`src/rtl/scalogram_pkg.sv`:
```
package scalogram_pkg;

    localparam int FRAC_BITS = 16;
    localparam logic [FRAC_BITS-1:0] LFSR_TAPS = 16'hB400;

    typedef enum logic {
        EDGE_MAX = 1'b0,
        EDGE_MIN = 1'b1
    } edge_e;

    typedef struct packed {
        logic                 whole;
        logic [FRAC_BITS-1:0] frac;
    } fix_t;

    localparam int ENTRY_W = $bits(fix_t);

    function automatic logic [FRAC_BITS-1:0] lfsr_step(input logic [FRAC_BITS-1:0] s);
        logic [FRAC_BITS-1:0] n;
        n = s >> 1;
        if (s[0]) n = n ^ LFSR_TAPS;
        return n;
    endfunction

    function automatic logic [FRAC_BITS-1:0] row_seed(input int k);
        logic [FRAC_BITS-1:0] s;
        s = 16'hACE1 ^ FRAC_BITS'(k * 40503);
        if (s == '0) s = 16'h0001;
        return s;
    endfunction

    function automatic fix_t to_fix(input logic [FRAC_BITS-1:0] bits);
        fix_t f;
        f.whole = 1'b1;
        f.frac  = (bits == '0) ? FRAC_BITS'(1) : bits;
        return f;
    endfunction

endpackage

```
`src/rtl/sample_window.sv`:
```
module sample_window #(
    parameter int DATA_W = 12,
    parameter int WIN    = 33
) (
    input  logic                       clk,
    input  logic                       rst,
    input  logic [DATA_W-1:0]          sample_in,
    output logic [WIN-1:0][DATA_W-1:0] taps,
    output logic                       fill_done
);
    localparam int CNT_W = $clog2(WIN + 1);
    localparam logic [CNT_W-1:0] FULL = CNT_W'(WIN);

    logic [CNT_W-1:0] fill_cnt;

    always_ff @(posedge clk) begin
        if (rst) begin
            taps     <= '0;
            fill_cnt <= '0;
        end else begin
            taps[0] <= sample_in;
            for (int j = 1; j < WIN; j++) taps[j] <= taps[j-1];
            if (fill_cnt != FULL) fill_cnt <= fill_cnt + 1'b1;
        end
    end

    assign fill_done = (fill_cnt == FULL);

    p_load_r2: assert property (@(posedge clk) disable iff (rst)
        1'b1 |=> taps[0] == $past(sample_in));

    p_shift_r2: assert property (@(posedge clk) disable iff (rst)
        1'b1 |=> taps[WIN-1] == $past(taps[WIN-2]));

endmodule

```
`src/rtl/scalogram_row.sv`:
```
module scalogram_row
    import scalogram_pkg::*;
#(
    parameter int DATA_W = 12,
    parameter logic [FRAC_BITS-1:0] SEED = 16'hACE1
) (
    input  logic              clk,
    input  logic              rst,
    input  logic [DATA_W-1:0] centre,
    input  logic [DATA_W-1:0] early,
    input  logic [DATA_W-1:0] late,
    input  logic              is_signed,
    input  edge_e             mode,
    output fix_t              entry
);
    logic [FRAC_BITS-1:0] lfsr_q;
    logic signed [DATA_W:0] cx, ex, lx;
    logic hit;

    always_comb begin
        cx = is_signed ? {centre[DATA_W-1], centre} : {1'b0, centre};
        ex = is_signed ? {early[DATA_W-1], early}   : {1'b0, early};
        lx = is_signed ? {late[DATA_W-1], late}     : {1'b0, late};
        if (mode == EDGE_MIN) hit = (cx < ex) && (cx < lx);
        else                  hit = (cx > ex) && (cx > lx);
    end

    always_ff @(posedge clk) begin
        if (rst) begin
            lfsr_q <= SEED;
            entry  <= '0;
        end else begin
            lfsr_q <= lfsr_step(lfsr_q);
            entry  <= hit ? fix_t'('0) : to_fix(lfsr_q);
        end
    end

    p_entry_code_r6: assert property (@(posedge clk) disable iff (rst)
        (entry == fix_t'('0)) || (entry.whole && entry.frac != '0));

    p_fresh_draw_r7: assert property (@(posedge clk) disable iff (rst)
        1'b1 |=> lfsr_q != $past(lfsr_q));

    p_lfsr_live_r7: assert property (@(posedge clk) disable iff (rst)
        lfsr_q != '0);

endmodule

```
`src/rtl/scalogram_column.sv`:
```
module scalogram_column
    import scalogram_pkg::*;
#(
    parameter int SCALE  = 33,
    parameter int DATA_W = 12,
    localparam int ROWS  = (SCALE - 1) / 2,
    localparam int WIN   = 2 * ROWS + 1
) (
    input  logic                    clk,
    input  logic                    rst,
    input  logic [DATA_W-1:0]       sample_in,
    input  logic                    is_signed,
    input  logic                    find_min,
    output logic                    col_valid,
    output logic [ROWS*ENTRY_W-1:0] col_data
);
    logic [WIN-1:0][DATA_W-1:0] taps;
    logic  fill_done;
    edge_e mode;

    assign mode = edge_e'(find_min);

    sample_window #(.DATA_W(DATA_W), .WIN(WIN)) u_window (
        .clk       (clk),
        .rst       (rst),
        .sample_in (sample_in),
        .taps      (taps),
        .fill_done (fill_done)
    );

    for (genvar k = 1; k <= ROWS; k++) begin : g_row
        fix_t ent;
        scalogram_row #(.DATA_W(DATA_W), .SEED(row_seed(k))) u_row (
            .clk       (clk),
            .rst       (rst),
            .centre    (taps[ROWS]),
            .early     (taps[ROWS+k]),
            .late      (taps[ROWS-k]),
            .is_signed (is_signed),
            .mode      (mode),
            .entry     (ent)
        );
        assign col_data[(k-1)*ENTRY_W +: ENTRY_W] = ent;
    end

    always_ff @(posedge clk) begin
        if (rst) col_valid <= 1'b0;
        else     col_valid <= fill_done;
    end

    p_no_early_valid_r2: assert property (@(posedge clk) disable iff (rst)
        !fill_done |=> !col_valid);

    p_valid_holds_r2: assert property (@(posedge clk) disable iff (rst)
        col_valid |=> col_valid);

endmodule

```
`config.mk`:
```
export PLATFORM = sky130hd
export DESIGN_NAME = scalogram_column
export DESIGN_NICKNAME = d
export VERILOG_FILES = /design/src/rtl/scalogram_pkg.sv /design/src/rtl/sample_window.sv /design/src/rtl/scalogram_row.sv /design/src/rtl/scalogram_column.sv
export SDC_FILE = /design/constraint.sdc
export NUM_CORES = 2
export LEC_CHECK = 0
export ABC_AREA = 1
export BUFFER_PORTS_ARGS = -buffer_cell sky130_fd_sc_hd__buf_2
export CAP_MARGIN = 20
export CORE_MARGIN = 5
export CORE_UTILIZATION = 60
export CTS_CLUSTER_SIZE = 24
export DETAILED_ROUTE_END_ITERATION = 10
export PLACE_DENSITY = 0.88
export SLEW_MARGIN = 20
export SYNTH_ARGS = -nofsm -noshare
export SYNTH_HDL_FRONTEND = slang
export SYNTH_SLANG_ARGS = --single-unit
```
`constraint.sdc`:
```
create_clock -name clk -period 2.8 [get_ports clk]
set_input_delay 0.42 -clock clk [delete_from_list [all_inputs] [get_ports clk]]
set_output_delay 0.42 -clock clk [all_outputs]
set_load 0.02 [all_outputs]
```
; ---- Yosys cells after proc, flatten, opt, wreduce, memory -nomap -nowiden
; Cells that the tools add are included.
[word_totals]
reg_bits = 931
in_bits = 16
out_inout_bits = 273
wordCells = 383
[op_classes]
addsub = 1
order_cmp = 64
n_eq_ne = 2
muxes = 97
n_bitwise = 24
n_reduce_logical = 88
[ops]
columns = op, n
row1 = two-way mux 13 bit, 33
row2 = > comparator 13 bit, 32
row3 = < comparator 13 bit, 32
row4 = two-way mux 16 bit, 24
row5 = two-way mux 17 bit, 16
row6 = logical NOT 16 bit, 16
row7 = two-way mux 14 bit, 8
row8 = inverter 3 -> 4 bit, 16
row9 = OR reduction 2 bit, 24
row10 = OR reduction 3 bit, 16
row11 = logical AND 1 bit, 32
row12 = two-way mux 1 bit, 16
row13 = inverter 1 bit, 8
row14 = adder 6 x 1 -> 6 bit (second input constant), 1
row15 = == test 6 bit (second input constant), 1
row16 = inequality test 6 bit (second input constant), 1

; ---- Logic depth before layout (Yosys ltp)
[depth]
word_depth = 5
mapped_depth = 16
depth_no_buf = 15

; ---- Modules after synthesis
; From an unflattened synthesis, not the netlist that was laid out.
[hier_totals]
cells_unflattened = 4985
area_unflattened_um2 = 39750.6
[by_module_without_submodules]
columns = module, n_inst, cells_each, area_per_inst_um2, seq_area_each_um2
row1 = sample_window, 1, 1271, 11683.7, 8047.7
row2 = scalogram_row at g_row[12].u_row ..., 4, 232, 1747.9, 660.6
row3 = scalogram_row at g_row[10].u_row ..., 4, 231, 1745.4, 660.6
row4 = scalogram_row at g_row[1].u_row ..., 2, 232, 1755.4, 660.6
row5 = scalogram_row at g_row[11].u_row ..., 2, 231, 1752.9, 660.6
row6 = scalogram_row at g_row[4].u_row ..., 2, 233, 1751.7, 660.6
row7 = scalogram_row at g_row[9].u_row, 1, 235, 1794.2, 660.6
row8 = scalogram_row at g_row[16].u_row, 1, 232, 1749.2, 660.6
row9 = scalogram_column, 1, 3, 30.0, 20.0

; ---- Worst setup path after synthesis
; OpenSTA, ideal clock, no wires.
[synth_path]
path_kind = register to register
startpoint = register u_window.taps[200] (netlist bit)
endpoint = register g_row[5].u_row.entry[10] (netlist bit)
setup_time_ps = 116
arrival_time_ps = 2320
required_ps = 2684
setup_slack_ps = 364
path_stages_with_launch = 14
path_buffers = 1
synth_period_minus_slack_ps = 2436
path_cell_list = dfxtp_1 ha_1 a21o_1 nor2_1 nor2_1 nor2_1 nand2_1 nand2_1 nand2_1 nor2_1 nand2_1 nand3_2 buf_2 nor2_1
[synth_via]
elab_chain_len = 5
elab_cells_between_ends = 9
classes_between = 4 x order compare / 2 x mux / 3 x reduce/logical
[synth_lines]
columns = element, line
row1 = start: declaration, sample_window.sv:8  ; output logic [WIN-1:0][DATA_W-1:0] taps,
row2 = two-way mux 13 bit *, scalogram_row.sv:21  ; cx = is_signed ? {centre[DATA_W-1], centre} : {1'b0, centre};
row3 = > comparator 13 bit or < comparator 13 bit (tied branches), "scalogram_row.sv:25, scalogram_row.sv:24"
row4 = logical AND 1 bit (on tied branches), "scalogram_row.sv:25, scalogram_row.sv:24"
row5 = two-way mux 1 bit *, scalogram_row.sv:24  ; if (mode == EDGE_MIN) hit = (cx < ex) && (cx < lx);
row6 = OR reduction 3 bit (no source line) *, --
row7 = end signal: assignment, scalogram_row.sv:34  ; entry <= hit ? fix_t'('0) : to_fix(lfsr_q);
row8 = end: declaration, scalogram_row.sv:14  ; output fix_t entry
; Mark *: on every way between the ends. The rest lies on a longest branch, timed or not.
; A chain may end at the register's enable or synchronous reset.

; ---- Worst setup path after layout
[layout_path]
startpoint = register u_window.taps[194] (netlist bit)
endpoint = register g_row[14].u_row.entry[11] (netlist bit)
[layout_via]
elab_chain_len = 5
elab_cells_between_ends = 9
classes_between = 4 x order compare / 2 x mux / 3 x reduce/logical
[layout_lines]
columns = element, line
row1 = two-way mux 13 bit *, scalogram_row.sv:21
row2 = > comparator 13 bit or < comparator 13 bit (tied branches), "scalogram_row.sv:25, scalogram_row.sv:24"
row3 = logical AND 1 bit (on tied branches), "scalogram_row.sv:25, scalogram_row.sv:24"
row4 = two-way mux 1 bit *, scalogram_row.sv:24
row5 = OR reduction 3 bit (no source line) *, --
row6 = end signal: assignment, scalogram_row.sv:34
row7 = end: declaration, scalogram_row.sv:14
; Marks and branches as above.

==> impl_summary.md <==
Finish
The area growth from synthesis to final layout is 15.28%. Leaving out fill and tap cells, the most frequent cell in the layout is sky130_fd_sc_hd__nor2_1. The fraction of final layout cells with drive strength greater than 1 is 11.48%.

0 antenna diodes ended up in the layout. The net count reported at finish is around 5,400. Leaving out fill and tap cells, the most frequent cells in the layout are sky130_fd_sc_hd__nor2_1 (939), sky130_fd_sc_hd__dfxtp_1 (926), sky130_fd_sc_hd__inv_1 (912). The finished cells cover 43,470 um2.

Placed design
At the end of routability-driven placement, the weighted congestion stood at 0.9337. Detailed placement ended at an HPWL of about 68,000 um. In this run the tool buffered the top-level ports with between 200 and 300 buffer cells. Before CTS, the worst setup slack after placement is between 0.15 and 0.2 ns. Summing all placed instances gives a cell area of 40,180 um2.

Yosys
The post-synthesis sequential element count is 931. The most used flip-flop cell after synthesis is sky130_fd_sc_hd__dfxtp_1. The count of cell types in the netlist is 35. The synthesized netlist cell count is ~4,600. For this run, asynchronously set or reset flops after synthesis account for 0%. The number of synthesized flops with an enable pin is 0. The post-synth net total is 5,049.

The Yosys warning count is 0. A synthesized cell averages 8.115 um2. The share of the yosys chip area belonging to registers is between 40% and 50%. The summed instance area of the synthesized netlist is 37,710 um2.

Worst setup path
The depth of the worst register-to-register path is 14. The signal arrival time at the worst endpoint is 3.24 ns. STA classifies the critical path endpoint as a register.

The setup path with the least slack is of type register to register. The required time at the endpoint of the critical path is 3.40 ns. The most critical setup path has its startpoint at u_window.taps[194]. The launching point of the worst reg2reg path is u_window.taps[194]. In this run the worst path has a maximum fanout of 10. The worst setup slack for register-to-register paths is 0.16 ns. The end of the worst register-to-register path is g_row[14].u_row.entry[11]. The type of origin of the critical path is a register. The most critical setup path has its endpoint at g_row[14].u_row.entry[11].

Power and ir drop
The internal portion of the total power is 21.47 mW. Of the total power, registers draw about half. Of the total power, the share spent switching nets is 24.19%. IR analysis of the VDD net gives a maximum drop of 0.5855 mV. The part of the total power dissipated in the clock network is a little under half. In this run the power density over the cells is 651.4 nW/um2. Combinational logic is responsible for between 5 and 6% of the overall power.

The switching power is 6.850 mW. The cell leakage power is 22.39 nW.

Clock network
Counting the buffers created by CTS gives 89. The number of setup buffers added after CTS is 0. No sink is reached through more buffers than the 3 on the longest clock path. The H-tree depth is 3.

For this design, the sink count on the clock tree is 931. The CTS clock-pin slew for the worst setup and hold paths is 0.06 ns. The clock root buffer is sky130_fd_sc_hd__clkbuf_16. TritonCTS built the clock tree. The clock latency on the worst-skew pair is 0.68 ns.

Routing
The total number of vias is 31,910. Using the TritonRoute via totals, the vias-per-cell ratio works out to 5.401. The total detailed-routing wirelength is 104,500 um.

The violation count after the first detailed-routing iteration is 3,334. The routed length per instance is ~18 um. The remaining routing DRC violations is 0.

The count of nets left with antenna violations after detail routing is 0. The number of optimization iterations in the first detailed-route pass is 8.

Floorplanning
The area of the die is 67,960 um2. Once the floorplan was initialized, standard cells occupied between 60% and 70% of the core. The floorplan step set the die height to 260.7 um.

The number of top-level pins is 289. In this run the core area contains 92 standard-cell rows. The region available for standard cell placement spans around 63,000 um2. In this run the horizontal extent of the chip is between 200 and 300 um.

Timing
The final critical-path share of the clock period is approximately 94%. The worst slew margin relative to its limit is 55.98%. The clock period minus final worst setup slack is 2.638 ns.

Setup violations remaining at the end of the flow were counted as 0. Setup total negative slack on the finished layout was measured at 0 ns. The number of pins exceeding their max-slew limit in the final report is 0. The fmax is between 300 and 400 MHz. The worst path meets setup with 0.1624 ns of slack. For the pin with the worst max-slew slack, the measured transition is 0.6603 ns.

Setup repair after global routing left no endpoint under its margin. The final number of hold-violating endpoints is 0. The post-route clock skew is 0.05029 ns.

Global route
Global routing used 50.53% of the available met2 tracks. The most used routing layer in global routing is met2. The met3 capacity usage during global routing is 6.221%.

The number of antenna violations at the first check in global routing is 0. Entering global routing, the biggest net connects 137 pins. For met1 alone, demand over resource in global routing was around a third. The wire length of the first global-routing pass is approximately 160,000 um. After global routing the overflow that remains totals 0.

The number of global-route vias before repair came to 31,860. The aggregate global-route resource usage is 29.63%.

Min path
The startpoint identified for the worst hold timing path is sample_in[4]. The path category of the worst min-delay check is input pin to register.

Run
The number of maximum-capacitance constraint violations is 0.

Outcome
The flow ran to the end, and the final reports show no timing, DRC or antenna violations.
kinds of logic (layout without fill, tap and decap cells):
logic type | after synthesis | after routing | share of synthesized area (%)
AOI/OAI and AO/OA | 258 | 258 | 3.866
and+or+nand+nor | 2050 | 2050 | 23.17
DFF | 931 | 931 | 49.43
xor gates and xnor gates | 3 | 3 | 0.06969
adders and majority gates | 386 | 386 | 12.81
buffers and inverters | 1019 | 1434 | 10.66
through the flow:
step           power, mW  hold WS (ns)  cells  utilization [%]
6_report           28.32       0.02540   5908            69.42
5_1_grt            29.00       0.03860   5908            69.42
4_1_cts            28.25       0.01180   5908            69.36
3_5_place_dp       15.70        0.4178   5730            64.17
3_3_place_gp       15.64        0.4087   5730            64.17
2_1_floorplan      15.14        0.4034   4647                -
power groups by stage:
stage / Sequential, mW / Combinational, mW / Clock, mW
after floorplan: 14.4 / 0.716 / 0
after global placement: 14.2 / 1.46 / 0
after detailed placement: 14.2 / 1.51 / 0
after CTS: 13.9 / 1.59 / 12.8
after global routing: 13.9 / 1.75 / 13.3
final: 13.9 / 1.62 / 12.8
synthesized netlist by cell type (2+ instances only):
| library cell | n | area share [%] |
|---|---|---|
| sky130_fd_sc_hd__nor2_1 | 939 | 9.3 |
| sky130_fd_sc_hd__dfxtp_1 | 931 | 49 |
| sky130_fd_sc_hd__inv_1 | 913 | 9.1 |
| sky130_fd_sc_hd__nand2_1 | 671 | 6.7 |
| sky130_fd_sc_hd__ha_1 | 386 | 13 |
| sky130_fd_sc_hd__nand3_1 | 225 | 3.0 |
| sky130_fd_sc_hd__a21oi_1 | 122 | 1.6 |
| sky130_fd_sc_hd__nand4_1 | 86 | 1.4 |
| sky130_fd_sc_hd__clkbuf_1 | 74 | 0.74 |
| sky130_fd_sc_hd__o21ai_0 | 69 | 0.92 |
| sky130_fd_sc_hd__a21o_1 | 57 | 1.1 |
| sky130_fd_sc_hd__nand3_2 | 50 | 1.3 |
| sky130_fd_sc_hd__nor4_1 | 27 | 0.45 |
| sky130_fd_sc_hd__nor2_2 | 26 | 0.43 |
| sky130_fd_sc_hd__buf_6 | 18 | 0.54 |
| sky130_fd_sc_hd__nand3b_1 | 12 | 0.24 |
| sky130_fd_sc_hd__and3_1 | 5 | 0.083 |
| sky130_fd_sc_hd__nor3_1 | 5 | 0.066 |
| sky130_fd_sc_hd__buf_4 | 4 | 0.080 |
| sky130_fd_sc_hd__clkbuf_8 | 4 | 0.15 |
| sky130_fd_sc_hd__buf_1 | 3 | 0.030 |
| sky130_fd_sc_hd__o21bai_1 | 3 | 0.060 |
| sky130_fd_sc_hd__buf_2 | 2 | 0.027 |
| sky130_fd_sc_hd__nand3_4 | 2 | 0.093 |
| sky130_fd_sc_hd__o21ai_2 | 2 | 0.046 |
| sky130_fd_sc_hd__xor2_1 | 2 | 0.046 |
final cells by class:
class / instances / area (um2)
multi-input cells: 2697 / 15080
clock inverters: 43 / 581.8
clock buffers: 124 / 2559
repair buffers: 353 / 2112
flip-flops and latches: 931 / 18640
fillers: 4184 / 19150
well taps: 846 / 1059
inverters: 914 / 3436
worst min-delay path by stage:
stage,to,slack [ns],cells past startpoint
final,u_window.taps[4],0.03,3
after global routing,u_window.taps[4],0.04,3
after CTS,u_window.taps[4],0.01,3
after detailed placement,g_row[5].u_row.lfsr_q[8],0.42,2
after global placement,g_row[2].u_row.lfsr_q[7],0.41,2
after floorplan,g_row[10].u_row.lfsr_q[1],0.40,2
critical path, stage by stage, from the launching register on:
cell                      delay, ns
sky130_fd_sc_hd__dfxtp_1       0.32
sky130_fd_sc_hd__buf_4         0.19
sky130_fd_sc_hd__ha_1          0.34
sky130_fd_sc_hd__nand2_1       0.08
sky130_fd_sc_hd__inv_1         0.04
sky130_fd_sc_hd__o21ai_0       0.17
sky130_fd_sc_hd__nand3_1       0.23
sky130_fd_sc_hd__nand2_1       0.18
sky130_fd_sc_hd__nand2_1       0.09
sky130_fd_sc_hd__nand2_1       0.09
sky130_fd_sc_hd__nand2_1       0.07
sky130_fd_sc_hd__nand3_2       0.15
sky130_fd_sc_hd__nand3_2       0.28
sky130_fd_sc_hd__buf_4         0.26
sky130_fd_sc_hd__nor2_1        0.11
state kept, by name, indices dropped and copies added (netlist names):
register            flops
u_window.taps         396
u_window.fill_cnt       6
g_row.u_row.lfsr_q    256
col_valid               1
g_row.u_row.entry     272
what timing repair did:
item	CTS	global route
endpoints found under the setup margin	0	23
hold buffers	11	0
endpoints found under the hold margin	11	0
resized for setup	0	6
layer usage:
| layer | vias to the layer above | routed length, um |
|---|---|---|
| li1 | 14940 | - |
| met1 | 14910 | 39790 |
| met2 | 1647 | 50050 |
| met3 | 421 | 8932 |
| met4 | 0 | 5770 |
| met5 | - | 0 |
(Power assumes the default switching activity.)
